### src/rtl/gpio_bank_pkg.sv
package gpio_bank_pkg;

  localparam int BANK_W    = 3;
  localparam int BANK_PINS = 32;
  localparam int HIGH_WIN  = 'h100;
  localparam int NUM_KINDS = 8;

  typedef enum logic [3:0] {
    RK_LEVEL = 4'd0,
    RK_DIR   = 4'd1,
    RK_SET   = 4'd2,
    RK_CLR   = 4'd3,
    RK_RISE  = 4'd4,
    RK_FALL  = 4'd5,
    RK_STAT  = 4'd6,
    RK_MASK  = 4'd7,
    RK_NONE  = 4'd15
  } regKind_e;

  // Strobes passed from address decode to the register datapath.
  typedef struct packed {
    logic              wrEn;
    logic              rdEn;
    logic [BANK_W-1:0] bank;
    regKind_e          kind;
  } busStrobe_t;

  function automatic int regOffset(input regKind_e k);
    case (k)
      RK_LEVEL: return 'h00;
      RK_DIR:   return 'h0C;
      RK_SET:   return 'h18;
      RK_CLR:   return 'h24;
      RK_RISE:  return 'h30;
      RK_FALL:  return 'h3C;
      RK_STAT:  return 'h48;
      RK_MASK:  return 'h9C;
      default:  return -1;
    endcase
  endfunction

  // Low window holds banks 0..2, high window holds the rest.
  function automatic int bankBase(input int b);
    return (b < 3) ? b * 4 : HIGH_WIN + (b - 3) * 4;
  endfunction

endpackage

### src/rtl/gpio_bank_decode.sv
module gpio_bank_decode
  import gpio_bank_pkg::*;
#(
  parameter int NUM_BANKS = 6,
  parameter int ADDR_W    = 9
) (
  input  logic              busSel,
  input  logic              busWrite,
  input  logic [ADDR_W-1:0] busAddr,
  output busStrobe_t        strobe
);

  regKind_e          kindHit;
  logic [BANK_W-1:0] bankHit;

  // One comparator per (bank, register) pair; at most one matches.
  always_comb begin
    kindHit = RK_NONE;
    bankHit = '0;
    for (int b = 0; b < NUM_BANKS; b++) begin
      for (int k = 0; k < NUM_KINDS; k++) begin
        if (busAddr == ADDR_W'(bankBase(b) + regOffset(regKind_e'(k)))) begin
          kindHit = regKind_e'(k);
          bankHit = BANK_W'(b);
        end
      end
    end
  end

  always_comb begin
    strobe.kind = kindHit;
    strobe.bank = bankHit;
    strobe.wrEn = busSel && busWrite && (kindHit != RK_NONE) && (kindHit != RK_LEVEL);
    strobe.rdEn = busSel && !busWrite;
  end

endmodule

### src/rtl/gpio_bank_slice.sv
module gpio_bank_slice
  import gpio_bank_pkg::*;
#(
  parameter int               WIDTH    = 32,
  parameter int               BANK_IDX = 0,
  parameter logic [WIDTH-1:0] INVERT   = '0
) (
  input  logic             clk,
  input  logic             rstN,
  input  busStrobe_t       strobe,
  input  logic [WIDTH-1:0] wdata,
  input  logic [WIDTH-1:0] padIn,
  output logic [WIDTH-1:0] levelQ,
  output logic [WIDTH-1:0] dirQ,
  output logic [WIDTH-1:0] outQ,
  output logic [WIDTH-1:0] riseQ,
  output logic [WIDTH-1:0] fallQ,
  output logic [WIDTH-1:0] statQ,
  output logic [WIDTH-1:0] maskQ,
  output logic             irqBank
);

  logic             selBank;
  logic             wrDir, wrSet, wrClr, wrRise, wrFall, wrStat, wrMask;
  logic [WIDTH-1:0] syncQ, prevQ;
  logic [WIDTH-1:0] edgeHit, statNext, outNext;

  assign selBank = strobe.wrEn && (strobe.bank == BANK_W'(BANK_IDX));
  assign wrDir   = selBank && (strobe.kind == RK_DIR);
  assign wrSet   = selBank && (strobe.kind == RK_SET);
  assign wrClr   = selBank && (strobe.kind == RK_CLR);
  assign wrRise  = selBank && (strobe.kind == RK_RISE);
  assign wrFall  = selBank && (strobe.kind == RK_FALL);
  assign wrStat  = selBank && (strobe.kind == RK_STAT);
  assign wrMask  = selBank && (strobe.kind == RK_MASK);

  // Edge found between the newest synchronised sample and the previous one.
  assign edgeHit = (levelQ & ~prevQ & riseQ) | (~levelQ & prevQ & fallQ);

  // A fresh edge overrides a same-cycle write-one-to-clear.
  always_comb begin
    statNext = statQ;
    if (wrStat) statNext = statNext & ~wdata;
    statNext = statNext | edgeHit;
  end

  always_comb begin
    outNext = outQ;
    if (wrSet) outNext = outNext | wdata;
    if (wrClr) outNext = outNext & ~wdata;
  end

  always_ff @(posedge clk or negedge rstN) begin
    if (!rstN) begin
      syncQ  <= '0;
      levelQ <= '0;
      prevQ  <= '0;
      dirQ   <= INVERT;
      outQ   <= '0;
      riseQ  <= '0;
      fallQ  <= '0;
      statQ  <= '0;
      maskQ  <= '1;
    end else begin
      syncQ  <= padIn;
      levelQ <= syncQ;
      prevQ  <= levelQ;
      outQ   <= outNext;
      statQ  <= statNext;
      if (wrDir)  dirQ  <= wdata;
      if (wrRise) riseQ <= wdata;
      if (wrFall) fallQ <= wdata;
      if (wrMask) maskQ <= wdata;
    end
  end

  assign irqBank = |(statQ & maskQ);

endmodule

### src/rtl/gpio_bank_datapath.sv
module gpio_bank_datapath
  import gpio_bank_pkg::*;
#(
  parameter int                  NUM_PINS   = 180,
  parameter logic [NUM_PINS-1:0] DIR_INVERT = '0
) (
  input  logic                clk,
  input  logic                rstN,
  input  busStrobe_t          strobe,
  input  logic [31:0]         busWdata,
  input  logic [NUM_PINS-1:0] padIn,
  output logic [31:0]         busRdata,
  output logic [NUM_PINS-1:0] padOut,
  output logic [NUM_PINS-1:0] padOutEn,
  output logic                irq
);

  localparam int NUM_BANKS = (NUM_PINS + BANK_PINS - 1) / BANK_PINS;
  localparam int LAST_W    = NUM_PINS - (NUM_BANKS - 1) * BANK_PINS;

  logic [31:0]          levelV [NUM_BANKS];
  logic [31:0]          dirV   [NUM_BANKS];
  logic [31:0]          outV   [NUM_BANKS];
  logic [31:0]          riseV  [NUM_BANKS];
  logic [31:0]          fallV  [NUM_BANKS];
  logic [31:0]          statV  [NUM_BANKS];
  logic [31:0]          maskV  [NUM_BANKS];
  logic [NUM_BANKS-1:0] irqV;
  logic [31:0]          rdNext;

  for (genvar b = 0; b < NUM_BANKS; b++) begin : g_bank
    localparam int W  = (b == NUM_BANKS - 1) ? LAST_W : BANK_PINS;
    localparam int LO = b * BANK_PINS;
    localparam logic [W-1:0] INV = DIR_INVERT[LO +: W];

    logic [W-1:0] levelQ, dirQ, outQ, riseQ, fallQ, statQ, maskQ;

    gpio_bank_slice #(
      .WIDTH   (W),
      .BANK_IDX(b),
      .INVERT  (INV)
    ) u_slice (
      .clk    (clk),
      .rstN   (rstN),
      .strobe (strobe),
      .wdata  (busWdata[W-1:0]),
      .padIn  (padIn[LO +: W]),
      .levelQ (levelQ),
      .dirQ   (dirQ),
      .outQ   (outQ),
      .riseQ  (riseQ),
      .fallQ  (fallQ),
      .statQ  (statQ),
      .maskQ  (maskQ),
      .irqBank(irqV[b])
    );

    assign levelV[b] = 32'(levelQ);
    assign dirV[b]   = 32'(dirQ);
    assign outV[b]   = 32'(outQ);
    assign riseV[b]  = 32'(riseQ);
    assign fallV[b]  = 32'(fallQ);
    assign statV[b]  = 32'(statQ);
    assign maskV[b]  = 32'(maskQ);

    assign padOut[LO +: W]   = outQ;
    assign padOutEn[LO +: W] = dirQ ^ INV;
  end

  always_comb begin
    rdNext = '0;
    for (int b = 0; b < NUM_BANKS; b++) begin
      if (strobe.bank == BANK_W'(b)) begin
        case (strobe.kind)
          RK_LEVEL:       rdNext = levelV[b];
          RK_DIR:         rdNext = dirV[b];
          RK_SET, RK_CLR: rdNext = outV[b];
          RK_RISE:        rdNext = riseV[b];
          RK_FALL:        rdNext = fallV[b];
          RK_STAT:        rdNext = statV[b];
          RK_MASK:        rdNext = maskV[b];
          default:        rdNext = '0;
        endcase
      end
    end
  end

  always_ff @(posedge clk or negedge rstN) begin
    if (!rstN)             busRdata <= '0;
    else if (strobe.rdEn)  busRdata <= rdNext;
  end

  assign irq = |irqV;

endmodule

### src/rtl/gpio_bank_ctrl.sv
module gpio_bank_ctrl
  import gpio_bank_pkg::*;
#(
  parameter int                  NUM_PINS   = 180,
  parameter int                  ADDR_W     = 9,
  parameter logic [NUM_PINS-1:0] DIR_INVERT = '0
) (
  input  logic                clk,
  input  logic                rstN,
  input  logic                busSel,
  input  logic                busWrite,
  input  logic [ADDR_W-1:0]   busAddr,
  input  logic [31:0]         busWdata,
  output logic [31:0]         busRdata,
  input  logic [NUM_PINS-1:0] padIn,
  output logic [NUM_PINS-1:0] padOut,
  output logic [NUM_PINS-1:0] padOutEn,
  output logic                irq
);

  localparam int NUM_BANKS = (NUM_PINS + BANK_PINS - 1) / BANK_PINS;

  busStrobe_t strobe;

  gpio_bank_decode #(
    .NUM_BANKS(NUM_BANKS),
    .ADDR_W   (ADDR_W)
  ) u_decode (
    .busSel  (busSel),
    .busWrite(busWrite),
    .busAddr (busAddr),
    .strobe  (strobe)
  );

  gpio_bank_datapath #(
    .NUM_PINS  (NUM_PINS),
    .DIR_INVERT(DIR_INVERT)
  ) u_datapath (
    .clk     (clk),
    .rstN    (rstN),
    .strobe  (strobe),
    .busWdata(busWdata),
    .padIn   (padIn),
    .busRdata(busRdata),
    .padOut  (padOut),
    .padOutEn(padOutEn),
    .irq     (irq)
  );

endmodule

### config.mk
export PLATFORM = sky130hd
export DESIGN_NAME = gpio_bank_ctrl
export DESIGN_NICKNAME = d
export VERILOG_FILES = /design/src/rtl/gpio_bank_pkg.sv /design/src/rtl/gpio_bank_decode.sv /design/src/rtl/gpio_bank_slice.sv /design/src/rtl/gpio_bank_datapath.sv /design/src/rtl/gpio_bank_ctrl.sv
export SDC_FILE = /design/constraint.sdc
export NUM_CORES = 2
export LEC_CHECK = 0
export BUFFER_PORTS_ARGS = -buffer_cell sky130_fd_sc_hd__buf_2
export CORE_ASPECT_RATIO = 0.8
export CORE_MARGIN = 2
export CORE_UTILIZATION = 30
export CTS_BUF_LIST = sky130_fd_sc_hd__clkbuf_16
export DETAILED_ROUTE_END_ITERATION = 10
export GPL_TIMING_DRIVEN = 1
export PLACE_DENSITY = 0.55
export SKIP_CTS_REPAIR_TIMING = 1
export SLEW_MARGIN = 20
export SYNTH_ARGS = -nofsm -noshare
export SYNTH_HDL_FRONTEND = slang
export SYNTH_SLANG_ARGS = --single-unit
### constraint.sdc
create_clock -name clk -period 1.85 [get_ports clk]
set_input_delay 0 -clock clk [delete_from_list [all_inputs] [get_ports clk]]
set_output_delay 0 -clock clk [all_outputs]
set_load 0.005 [all_outputs]
Word-level counts from Yosys, hierarchy flattened
Index checks and enable logic that the tools add are counted.
{"block": "word_totals", "ff_bits": 1652, "input_bits": 225}
{"block": "op_classes", "n_eq_ne": 60, "n_mux": 118, "bitwise_logic": 74, "reduce_logical": 59}
{"op": "AND 32 bit", "n": 35}
{"op": "one-hot mux 32 bit (7 select lines)", "n": 5}
{"op": "2-to-1 mux 32 bit", "n": 21}
{"op": "bitwise OR 32 bit", "n": 15}
{"op": "inverter 32 bit", "n": 11}
{"op": "equality test 9 bit, second input constant", "n": 24}
{"op": "2-to-1 mux 4 bit", "n": 48}
{"op": "OR reduction 180 bit", "n": 1}
{"op": "AND 20 bit", "n": 7}
{"op": "one-hot mux 20 bit (7 select lines)", "n": 1}
{"op": "2-to-1 mux 3 bit", "n": 39}
{"op": "equality test 9 x 6 -> 1 bit, second input constant", "n": 8}
{"op": "2-to-1 mux 20 bit", "n": 3}
{"op": "inverter 20 bit", "n": 3}
{"op": "bitwise OR 20 bit", "n": 3}
{"op": "logical AND 1 bit", "n": 52}
{"op": "equality test 9 x 7 -> 1 bit, second input constant", "n": 5}
{"op": "equality test 9 x 5 -> 1 bit, second input constant", "n": 4}
{"op": "equality test 9 x 8 -> 1 bit, second input constant", "n": 3}
{"op": "equality test 9 x 4 -> 1 bit, second input constant", "n": 2}
{"op": "equality test 4 x 3 -> 1 bit, second input constant", "n": 4}
{"op": "equality test 9 x 3 -> 1 bit, second input constant", "n": 1}
{"op": "zero test 9 bit", "n": 1}
{"op": "equality test 4 x 2 -> 1 bit, second input constant", "n": 2}
{"op": "other kinds (11)", "n": 13}

Logic depth before layout (Yosys ltp)
{"block": "logic_depth", "word_depth": 58, "mapped_depth": 17, "depth_no_buf": 10}

By module
From an unflattened synthesis, not the netlist that was laid out.
{"block": "hier_totals", "hier_cells": 5793, "area_unflattened_um2": 72826.1}
{"mod": "gpio_bank_slice at u_datapath.g_bank[1].u_slice ...", "instances": 2, "cells_per_inst": 739, "area_per_inst_um2": 10760.3}
{"mod": "gpio_bank_datapath", "instances": 1, "cells_per_inst": 1511, "area_per_inst_um2": 11687.5}
{"mod": "gpio_bank_slice at u_datapath.g_bank[4].u_slice", "instances": 1, "cells_per_inst": 741, "area_per_inst_um2": 10740.3}
{"mod": "gpio_bank_slice at u_datapath.g_bank[3].u_slice", "instances": 1, "cells_per_inst": 740, "area_per_inst_um2": 10724.0}
{"mod": "gpio_bank_slice at u_datapath.g_bank[0].u_slice", "instances": 1, "cells_per_inst": 739, "area_per_inst_um2": 10707.8}
{"mod": "gpio_bank_slice at u_datapath.g_bank[5].u_slice", "instances": 1, "cells_per_inst": 457, "area_per_inst_um2": 6581.3}
{"mod": "gpio_bank_decode", "instances": 1, "cells_per_inst": 127, "area_per_inst_um2": 864.6}

Least setup slack after synthesis
No wires, ideal clock.
{"block": "synth_path", "kind": "input -> register", "startpoint": "in busAddr[5]", "endpoint": "reg u_datapath.g_bank[4].u_slice.fallQ[20]", "t_arrival_ns": 2.762, "path_slack_ns": -1.037, "path_stages": 15, "path_buffers": 5, "cell_sequence": "buf_2 -> buf_6 -> or4_1 -> o21a_1 -> nor3_2 -> and3b_1 -> buf_6 -> a211oi_4 -> buf_6 -> nor2_1 -> nand2_2 -> nor2_2 -> nand2_1 -> buf_2 -> mux2_2"}
{"block": "synth_via", "elab_chain_len": 54, "word_cells_on_any_way": 144}
{"element": "start, declared", "line": "gpio_bank_ctrl.sv:12", "rtl": "input logic [ADDR_W-1:0] busAddr,"}
{"element": "zero test 9 bit", "line": "gpio_bank_decode.sv:22", "rtl": "if (busAddr == ADDR_W'(bankBase(b) + regOffset(regKind_e'(k)))) begin"}
{"element": "2-to-1 mux 4 bit (48 in series)", "line": "gpio_bank_decode.sv:22"}
{"element": "!= test 4 bit", "line": "gpio_bank_decode.sv:33", "rtl": "strobe.wrEn = busSel && busWrite && (kindHit != RK_NONE) && (kindHit != RK_LEVEL);"}
{"element": "logical AND 1 bit (2 in series)", "line": "gpio_bank_decode.sv:33"}
{"element": "logical AND 1 bit", "line": "gpio_bank_slice.sv:28", "rtl": "assign selBank = strobe.wrEn && (strobe.bank == BANK_W'(BANK_IDX));"}
{"element": "logical AND 1 bit *", "line": "gpio_bank_slice.sv:33", "rtl": "assign wrFall = selBank && (strobe.kind == RK_FALL);"}
{"element": "end signal, assigned", "line": "gpio_bank_slice.sv:72", "rtl": "if (wrFall) fallQ <= wdata;"}
{"element": "end, declared", "line": "gpio_bank_slice.sv:17", "rtl": "output logic [WIDTH-1:0] fallQ,"}
Every way passes the cells marked *; elsewhere a longest branch is shown, timed or not.
A chain may end at the register's enable or synchronous reset.

Final worst setup path
{"block": "layout_path", "startpoint": "reg u_datapath.g_bank[1].u_slice.statQ[21]", "endpoint": "out irq"}
{"block": "layout_via", "elab_chain_len": 2}
{"element": "start, declared", "line": "gpio_bank_slice.sv:18", "rtl": "output logic [WIDTH-1:0] statQ,"}
{"element": "start signal, assigned", "line": "gpio_bank_slice.sv:69", "rtl": "statQ <= statNext;"}
{"element": "AND 32 bit", "line": "gpio_bank_slice.sv:77", "rtl": "assign irqBank = |(statQ & maskQ);"}
{"element": "OR reduction 180 bit", "line": "gpio_bank_datapath.sv:93", "rtl": "assign irq = |irqV;"}
{"element": "end, declared", "line": "gpio_bank_ctrl.sv:18", "rtl": "output logic irq"}
No other way between the ends.

==> summary.md <==
| Metric | Value |
|---|---|
| Vias in the first global route | 58,620 |
| WP buf/inv | 3 |
| Syn Inst Count | 5,970 |
| Type of origin of the critical path | flop |
| Type of destination of the critical path | output pin |
| Worst Tran Pin Value | 1.015 ns |
| GPL Wtd Cong | 0.9802 |
| Crit path launch | u_datapath.g_bank[1].u_slice.statQ[21]$_DFF_PN0_ |
| Final setup violation count | 1,113 |
| Clock sink total | 1,652 |
| WL met1 | 157.2 mm |
| Clock slew at reported path FFs | 0.06 ns |
| Clock Path Buffers | 4 |
| # Max-Cap Violations | 0 |
| TritonRoute pass-1 iters | 6 |
| H-Tree Depth | 4 |
| Core ar. | 232,500 sq um |
| CP Capture Point | irq |
| Slew Viols, Final | 0 |
| Share of the clock period used by the worst path | 174.9% |
| DIE WIDTH | 545.3 um |
| Global-route wire length before repair | 494.1 mm |
| Required time of the critical path | 1.85 ns |
| Post-Layout Inst Area | 102,500 sq um |
| Hold Fails Final Rpt | 0 |
| PD cells | 804.6 nW/um^2 |
| WP depth | 9 |
| Total grt overflow | 0 |
| Hold depth | 3 |
| Crit path max-delay cell type | or4_4 |
| Sw Share | 26.65% |
| Port bufs | 617 |
| Metal2 WL | 163.1 mm |
| Final clock skew | 0.07699 ns |
| Final core utilization | 44.08% |
| Reg2Reg Depth | 6 |
| DIE AREA | 238,400 sq um |
| GRT Overall Usage | 29.58% |
| Logic pwr share | 9.7% |
| Pin count of the biggest net entering global routing | 110 |
| Layout Nets | 8,186 |
| Via count | 64,390 |
| Post-route DRC violation count | 0 |
| Maximum VDD drop | 0.7475 mV |
| Reg2Reg Setup Slack | -0.36 ns |
| Asr flop ratio synth | 100.0% |
| Seq cells post-synth | 1,652 |
| Most frequent CP cell | buf_6 |
| Die Ht | 437.1 um |
| HP Class | input port to flop |
| Crit path DAT | 3.24 ns |
| Post-detail-place hpwl | 269.3 mm |
| Antenna violations before repair | 18 |
| Power share of the sequential group | 47.0% |
| Most frequent cells in the layout | dfrtp_1, buf_4, nand2_1, buf_2, mux2_2 |
| WHS | 0.08838 ns |
| Top FF cell, synth | dfrtp_1 |
| Iter 0 DRT Violations | 8,730 |
| WS Path Type | flop to output pin |
| Failing checks | setup timing |
| Clock power share | 43.3% |
| Fmax | 309.0 MHz |
| CP peak stage delay | 0.45 ns |
| Rows | 158 |
| Final ANT Viol Nets | 0 |
| Routed WL per cell | 34.90 um |
| Run status | finished, violations left |
| Worst-path cell chain | a22o_1 > a221oi_4 > buf_4 > nand3_4 > or4_4 > nor4_4 > nand4_1 > buf_6 > buf_6 |
| Number of synthesized flops with an enable pin | 0 |
| Initial core utilization | 30.25% |
| Yosys Warn Count | 0 |
| Net Sw Power | 21.97 mW |
| Syn Area/Cell | 11.78 sq um |
| Placed inst area | 85,270 sq um |
| DR vias/cell | 5.734 |
| Syn Nets | 6,195 |
| Clock root cell | clkbuf_16 |
| Reg2reg end | u_datapath.busRdata[23]$_DFFE_PN0P_ |
| Reg-to-Reg Start | u_datapath.g_bank[0].u_slice.dirQ[23]$_DFFE_PN0P_ |
| Clock buffer count from CTS | 185 |
| IO Pins | 618 |
| Cell family with most CP delay | simple AND/OR/NAND/NOR gates |
| Setup WS pre-CTS | -2.683 ns |
| Clk Latency, worst-skew pair | 0.89 ns |
| Layout cell share with drive strength beyond 1 | 41.61% |
| Worst-path fanout max | 2 |
| Highest routed layer | met5 |
| Sequential area share after synthesis | 59.10% |
| Leakage | 48.72 nW |
| Most common cell after layout, fill and taps aside | dfrtp_1 |
| Final min period | 3.236 ns |
| Slew HR | 32.31% |
| Final worst setup slack | -1.386 ns |
| Area Growth Syn to Fin | 45.72% |
| Final WL | 391.9 mm |
| Routed length on met3 | 49.63 mm |
| RSZ-0062 raised after global routing | yes |
| Netlist cell types | 87 |
| Setup TNS | -787.65 ns |
| Internal power | 60.49 mW |
| CTS tree | built |
| Mapped Area | 70,330 sq um |
==> stage by stage <==
stage / std cells / power [mW]
after global placement: 10240 / 45.29
after global routing: 11220 / 84.66
after floorplan: 5970 / 40.51
after CTS: 10560 / 80.91
final: 11230 / 82.46
after detailed placement: 10240 / 45.35
==> logic make-up (layout without fill, tap and decap cells) <==
group	Yosys count	in the layout	share of synthesized area (%)
flops	1652	1652	59.10
other cells	0	8	0
xor+xnor	5	5	0.07295
buf+inv	483	2614	3.357
compound gates	1633	1633	15.35
simple gates	1391	1391	9.343
mux	806	806	12.78
==> Yosys cell counts (7+ instances only) <==
master	instances	area share (%)
dfrtp_1	1472	52
o2bb2ai_1	20	0.25
a32o_1	10	0.14
buf_6	19	0.30
nor2_2	9	0.080
or3_1	7	0.062
nand3_1	91	0.65
mux2i_1	73	1.0
a32oi_1	8	0.10
buf_4	34	0.36
nand2_1	854	4.6
mux2_1	117	1.9
dfstp_2	180	6.7
clkbuf_1	190	1.0
a22oi_1	93	0.99
nor4_1	12	0.11
and2_1	8	0.071
o2111ai_1	9	0.11
a221oi_1	148	1.8
a211oi_1	21	0.22
o211ai_1	16	0.17
nand3b_1	181	1.9
nor2_1	76	0.41
a21o_1	188	2.0
mux2_2	616	9.9
a211o_1	7	0.087
a221o_1	93	1.3
nor3_1	21	0.15
and3_1	47	0.42
o21ai_0	298	2.1
buf_2	222	1.6
o31ai_1	13	0.14
a311oi_1	30	0.37
a21oi_1	541	3.8
nand4_1	30	0.27
nand2b_1	7	0.062
a22o_1	25	0.31
a31o_2	7	0.087
a31oi_1	45	0.40
buf_1	13	0.069
==> worst reg2reg max path, delay by kind of cell (launching register included) <==
kind / cells / cell delay (ns)
flops: 1 / 0.59
compound gates: 5 / 1.26
simple gates: 1 / 0.28
==> area by class of cell <==
type                       count  area, sq um
clock inverter               141        979.7
antenna                        8        20.02
inverter                       5        18.77
clock buffer                 186         4654
multi-input combinational   3835        29580
fill                       21540       130000
sequential                  1652        41570
timing repair buffer        2282        21760
tap                         3120         3904
==> layer usage <==
layer	track usage, %	vias up
met4	12.19	10
met2	43.10	4271
met3	8.197	917
met1	41.16	33360
met5	0	-
li1	-	25830
==> worst min path at each step <==
stage,startpoint,to,slack [ns]
detailed placement,rstN,u_datapath.g_bank[1].u_slice.dirQ[11]$_DFFE_PN0P_,-0.12
CTS,rstN,u_datapath.g_bank[2].u_slice.dirQ[18]$_DFFE_PN0P_,-1.02
global route,busWdata[10],flop,0.11
finish,busWdata[10],flop,0.09
global placement,rstN,async pin,-0.12
floorplan,rstN,async pin,-0.30
==> power by group through the flow <==
stage / Clock [mW] / Sequential (mW) / Combinational, mW
2_1_floorplan: 0 / 38.5 / 2.00
3_3_place_gp: 0 / 39.2 / 6.05
3_5_place_dp: 0 / 39.3 / 6.10
4_1_cts: 36.2 / 38.6 / 6.12
5_1_grt: 37.6 / 38.7 / 8.29
6_report: 35.7 / 38.7 / 7.99
Power figures use the tool's default switching activity.
